===== config.mk =====
export PLATFORM = sky130hd
export DESIGN_NAME = dtm_strobe_decode
export DESIGN_NICKNAME = d
export VERILOG_FILES = /design/src/rtl/dtm_pkg.sv /design/src/rtl/dtm_strobe_decode.sv
export SDC_FILE = /design/constraint.sdc
export NUM_CORES = 1
export LEC_CHECK = 0
export ABC_AREA = 1
export BUFFER_PORTS_ARGS = -buffer_cell sky130_fd_sc_hd__buf_4
export CORE_AREA = 2 2 39 41
export DETAILED_ROUTE_END_ITERATION = 10
export DIE_AREA = 0 0 41 43
export GPL_TIMING_DRIVEN = 0
export PLACE_DENSITY_LB_ADDON = 0.05
export SYNTH_ARGS = -nofsm -noshare
export SYNTH_HDL_FRONTEND = slang
export SYNTH_SLANG_ARGS = --single-unit

===== constraint.sdc =====
create_clock -name clk -period 1.9 [get_ports clk]
set_input_delay 0.285 -clock clk [delete_from_list [all_inputs] [get_ports clk]]
set_output_delay 0.285 -clock clk [all_outputs]
set_load 0.02 [all_outputs]

===== src/rtl/dtm_pkg.sv =====
package dtm_pkg;

    typedef enum logic [2:0] {
        CYC_NONE   = 3'd0,
        CYC_ACCESS = 3'd1,
        CYC_CBR    = 3'd2,
        CYC_RONLY  = 3'd3,
        CYC_TSET   = 3'd4
    } cyc_kind_e;

endpackage


===== src/rtl/dtm_strobe_decode.sv =====
module dtm_strobe_decode
    import dtm_pkg::*;
#(
    parameter int ROW_W  = 2,
    parameter int ADDR_W = 4
) (
    input  logic              clk,
    input  logic              rst_n,
    input  logic              ras_n,
    input  logic              cas_n,
    input  logic              we_n,
    input  logic [ADDR_W-1:0] addr,
    output logic              test_mode,
    output logic              evt,
    output cyc_kind_e         kind,
    output logic              acc_stb,
    output logic              acc_we,
    output logic [ROW_W-1:0]  row,
    output logic              cas_rise
);

    typedef struct packed {
        logic             ras;
        logic             cas;
        logic             open;
        logic             seen;
        logic             mode;
        logic             evt;
        cyc_kind_e        kind;
        logic [ROW_W-1:0] row;
    } dec_s;

    dec_s dec_q, dec_d;

    logic ras_fall, ras_rise, cas_fall;

    always_comb begin
        ras_fall = dec_q.ras && !ras_n;
        ras_rise = !dec_q.ras && ras_n;
        cas_fall = dec_q.cas && !cas_n;
        cas_rise = !dec_q.cas && cas_n;
        acc_stb  = cas_fall && dec_q.open && !ras_n;
        acc_we   = !we_n;

        dec_d     = dec_q;
        dec_d.ras = ras_n;
        dec_d.cas = cas_n;
        dec_d.evt = 1'b0;

        if (ras_fall) begin
            if (!cas_n) begin
                dec_d.open = 1'b0;
                dec_d.evt  = 1'b1;
                if (!we_n) begin
                    dec_d.mode = 1'b1;
                    dec_d.kind = CYC_TSET;
                end else begin
                    dec_d.mode = 1'b0;
                    dec_d.kind = CYC_CBR;
                end
            end else begin
                dec_d.open = 1'b1;
                dec_d.seen = 1'b0;
                dec_d.row  = addr[ROW_W-1:0];
            end
        end else if (ras_rise) begin
            if (dec_q.open && !dec_q.seen) begin
                dec_d.evt  = 1'b1;
                dec_d.kind = CYC_RONLY;
                dec_d.mode = 1'b0;
            end
            dec_d.open = 1'b0;
        end else if (acc_stb) begin
            if (!dec_q.seen) begin
                dec_d.evt  = 1'b1;
                dec_d.kind = CYC_ACCESS;
            end
            dec_d.seen = 1'b1;
        end
    end

    always_ff @(posedge clk) begin
        if (!rst_n) begin
            dec_q      <= '0;
            dec_q.ras  <= 1'b1;
            dec_q.cas  <= 1'b1;
            dec_q.kind <= CYC_NONE;
        end else begin
            dec_q <= dec_d;
        end
    end

    assign test_mode = dec_q.mode;
    assign evt       = dec_q.evt;
    assign kind      = dec_q.kind;
    assign row       = dec_q.row;

    AST_TSET_SETS_MODE: assert property (@(posedge clk) disable iff (!rst_n)
        (evt && kind == CYC_TSET) |-> test_mode);
    AST_CBR_EXITS_MODE: assert property (@(posedge clk) disable iff (!rst_n)
        (evt && kind == CYC_CBR) |-> !test_mode);
    AST_RONLY_EXITS_MODE: assert property (@(posedge clk) disable iff (!rst_n)
        (evt && kind == CYC_RONLY) |-> !test_mode);
    AST_EVT_HAS_KIND: assert property (@(posedge clk) disable iff (!rst_n)
        evt |-> (kind != CYC_NONE));
    AST_MODE_ONLY_ON_EVT: assert property (@(posedge clk) disable iff (!rst_n)
        !$stable(test_mode) |-> evt);

endmodule


# Yosys cells after proc, flatten, opt, wreduce, memory -nomap -nowiden

Index checks and enable logic that the tools add are counted.
Widths: inputs -> output; s select.

Output and inout port bits: 10
Flip-flop bits (word level): 11
Logic and storage cells: 48
Input port bits: 9

Reduce and logical (&&, ||, !) cells: 21
Multiplexer cells: 14
Eq/ne operators: 5

Operators by type and width:

| cell               | number |
|---|---|
| $mux 4             | 3 |
| $mux 5             | 2 |
| $logic_and 1x1->1  | 7 |
| $mux 1             | 7 |
| $mux 7             | 1 |
| $logic_not 1->1    | 6 |
| $ne 2x2->1 const B | 3 |
| $reduce_and 3->1   | 2 |
| $reduce_bool 2->1  | 3 |
| $reduce_and 4->1   | 1 |
| $mux 3             | 1 |
| $ne 3x1->1 const B | 1 |
| $ne 3x2->1 const B | 1 |
| $reduce_bool 3->1  | 1 |
| $reduce_and 2->1   | 1 |

# Depth between registers and ports, before layout

Word-level depth: 7
Depth in mapped cells: 11
Mapped depth without buffers: 11

# Least setup slack after synthesis

OpenSTA, ideal clock, no wires.

Path type: input port to flip-flop
Start point: in ras_n
End point: reg kind[2] (netlist name)
Path buffers: 0
Data arrival time: 1.038 ns
Data required time: 1.786 ns
Cell stages on the path: 10
Path slack: 0.748 ns
Cells stage by stage: inv_1 ha_1 inv_2 nand2_2 nand2_1 nand2_1 inv_2 nand2_4 nor2_1 nor2_2

Longest elaborated chain between the ends: 4
Elaborated cells between the ends (all ways): 11
Classes of those cells: eq/ne: 3; mux: 2; reduce/logical: 6

Ends and longest elaborated chain:

| item                                               | line                                             | RTL |
|---|---|---|
| start: declaration                                 | dtm_strobe_decode.sv:9                           | `input logic ras_n,` |
| $logic_not 1->1                                    | dtm_strobe_decode.sv:38, dtm_strobe_decode.sv:42 |  |
| $logic_and 1x1->1, on equally long branches        | dtm_strobe_decode.sv:38, dtm_strobe_decode.sv:42 |  |
| $ne 3x2->1 (no line), or another cell as far along | -                                                |  |
| $reduce_and 4->1 (no line)                         | -                                                |  |

Several ways; a longest one is shown, not always the timed one.
A chain may end at the register's enable or synchronous reset.

# Worst setup path in the final report

Start point: reg dec_q[8] in the netlist's numbering
End point: out acc_stb

Longest elaborated chain between the ends: 2

Ends and longest elaborated chain:

| item                           | line                    | RTL |
|---|---|---|
| start: declaration             | dtm_strobe_decode.sv:33 | `dec_s dec_q, dec_d;` |
| $logic_and 1x1->1 (2 in a row) | dtm_strobe_decode.sv:42 | `acc_stb = cas_fall && dec_q.open && !ras_n;` |
| end: declaration               | dtm_strobe_decode.sv:16 | `output logic acc_stb,` |

No other way between the ends.

==> flow_metrics.py <==
metrics = {
    "job": {
        "maxCapViolations": 0,
    },
    "synthesis": {
        "yosysTopAreaCellShare": 0.378,
        "synth_compound_area_frac": 0.0815,
        "synth_edf_count": 0,
        "synth_seq_area_share": 0.378,
        "synth_top_family_by_area": "simple AND/OR/NAND/NOR gates",
        "netlist_area_sq_um": 583,
        "synth_fp_nets": 96,
        "synth-seq-cells": 11,
        "async_flop_share": 0,
        "yosys_warnings": 0,
        "yosys_most_used_dff": "dfxtp_1",
        "avgSynthCellArea_sq_um": 6.86,
        "postSynthCellCount": 85,
        "yosys.area_share.adder": 0.0429,
        "synth_mux_area_frac": 0,
        "synth.most_common_cell": "nand2_1",
        "synth_cell_types": 16,
        "synth_xor_area_frac": 0,
        "synthSimpleGateAreaFrac": 0.294,
        "synthTopCellsByArea": "dfxtp_1 (38%), nand2_1 (12%), inv_1 (10%)",
        "synth_common_cells": "nand2_1 (18), inv_1 (16), nor2_1 (12), dfxtp_1 (11), o21ai_0 (6)",
        "synth_top_area_cell": "dfxtp_1",
    },
    "sta": {
        "fmax_mhz": 753,
        "setup_viol": 0,
        "rsz0062_at_grt": "false",
        "worstMarginPinSlew_ps": 219,
        "fin_setup_tns_ps": 0,
        "holdWs_ps": 218,
        "hold_viol": 0,
        "relSlewSlack": 0.853,
        "clock_skew_ps": 4.06,
        "period_needed_ps": 1330,
        "slew_viol_final": 0,
        "min_period_over_period": 0.699,
    },
    "cts": {
        "cts_tree": "done",
        "root_buffer": "clkbuf_4",
        "numClockSinks": 11,
        "path_clk_slew_ps": 80,
        "cts_resized": 0,
        "htree_levels": 1,
        "clockBufferDepth": 2,
        "cts_buffers": 3,
        "worst_skew_pair.late_latency_ps": 280,
        "cts-hold-fix-buffers": 0,
        "postCtsSetupBuffers": 0,
    },
    "floorplan": {
        "ios": 19,
        "rows": 14,
        "die_w_microns": 41,
        "die_area_sq_mm": 0.00176,
        "core_sq_mm": 0.00138,
        "initial_utilization": 0.421,
        "die_h_microns": 43,
    },
    "critical_path": {
        "worstPathRequired_ps": 1620,
        "cp_max_fo": 4,
        "path_buf_inv": 2,
        "crit_chain": "nand3_1 > inv_1 > buf_4",
        "startpoint_type": "flop",
        "cp-end-kind": "output port",
        "r2r-start": "dec_q[10]",
        "rr_endpoint": "kind[2]",
        "ff2ff_setup_slack_ps": 690,
        "path_delay_family": "flip-flops",
        "slowest_delay_ps": 380,
        "slowest_stage": "dfxtp_1",
        "crit_arrival_ps": 1040,
        "rr_worst_depth": 8,
        "crit_type": "reg -> out",
    },
    "route": {
        "routed_via_density": 4.35,
        "dr.max_layer_used": "met4",
        "wire_per_inst_microns": 9.21,
        "antenna_left": 0,
        "drt_wl_total_microns": 1110,
        "dr.pass1.iters": 5,
        "initialDrtViolationCount": 8,
        "vias": 522,
        "drc": 0,
        "drt-met1-wl_microns": 500,
        "met3_length_microns": 66,
        "wl_met2_microns": 523,
    },
    "global_routing": {
        "antenna_found_initial": 0,
        "gr-total-overflow": 0,
        "grt_start_max_net_pins": 11,
        "grt_pass1_vias": 456,
        "grt_usage": 0.152,
        "grt_pass1_wl_microns": 1700,
    },
    "hold_path": {
        "hp-class": "in -> reg",
        "min_path_cells": 3,
        "min_from": "ras_n",
        "whs_endpoint": "dec_q[10]",
    },
    "power": {
        "power.density_mw_per_mm2": 741,
        "p_leak_nw": 0.428,
        "irDropWorstVdd_uv": 364,
        "p_total_uw": 550,
    },
    "status": {
        "status": "completed",
    },
    "placement": {
        "gp_congestion": 0.754,
        "place_inst": 116,
        "dp_hpwl_microns": 833,
        "io_buffers": 15,
    },
    "layout": {
        "area_growth_pct": 27.3,
        "stdcell_count": 120,
        "num_antenna_cells": 0,
        "fillers": 150,
        "drive_gt1_frac": 0.308,
        "fin_nets": 116,
    },
}
[how the worst max path moves through the flow]
stage	start	to	slack [ps]	cells past startpoint
global placement	ras_n	kind[2]	550	10
floorplan	ras_n	kind[2]	750	10
finish	dec_q[8]	acc_stb	570	3
CTS	dec_q[8]	acc_stb	560	3
global route	dec_q[8]	acc_stb	510	3
detailed placement	ras_n	kind[2]	550	10
[layout make-up]
type,instances,area [sq um],area share
buffer,6,51.3,0.0691
clock buffer,4,26.3,0.0354
inverter,18,67.6,0.0911
multi-input combinational,50,244,0.329
sequential,11,220,0.297
tap,16,20.0,0.0270
timing repair buffer,15,113,0.152
[stage by stage]
step / cell area, sq um / utilization / worst slack (ps)
floorplan: 583 / - / 748
global placement: 716 / 0.517 / 548
detailed placement: 716 / 0.517 / 552
CTS: 742 / 0.536 / 565
global route: 742 / 0.536 / 507
finish: 742 / 0.536 / 573
[flip-flops by register name, summed over array words and instances (netlist names)]
register / count
row: 2
test_mode: 1
kind: 3
evt: 1
dec_q: 4
[layer usage]
metal,vias up,track usage
li1,285,-
met1,223,0.157
met2,12,0.234
met3,2,0.0314
met4,0,0.140
met5,-,0
[cell usage in the layout (no fill, tap or decap)]
| cell type | count |
|---|---|
| nand2_4 | 1 |
| buf_4 | 20 |
| o21ai_0 | 6 |
| ha_1 | 2 |
| nor2_1 | 12 |
| nand2_1 | 18 |
| clkbuf_1 | 1 |
| nor2_2 | 2 |
| nand4_1 | 1 |
| clkbuf_4 | 3 |
| inv_1 | 16 |
| nand2_2 | 3 |
| inv_2 | 2 |
| clkbuf_8 | 1 |
| nand3_1 | 2 |
| a21oi_1 | 2 |
| dfxtp_1 | 11 |
| a211oi_1 | 1 |
[worst register-to-register path, cell delays in order (launching register included)]
cell and delay [ps]:
dfxtp_1 340, inv_1 50, ha_1 210, nor2_1 140, nand2_1 110, nand2_4 110
nand2_1 50, nand2_1 70, nor2_2 30
[cell families (layout without fill, tap and decap cells)]
group	count (synthesis)	in the layout
compound gates	9	9
fa+ha+maj	2	2
flops	11	11
simple gates	39	39
buf+inv	24	43
[power by group]
group,switching [mW],leakage (nW),internal (mW)
clock,0.0869,0.0150,0.0815
combinational,0.0701,0.323,0.0584
sequential,0.00783,0.0905,0.245
Power figures use the tool's default switching activity.
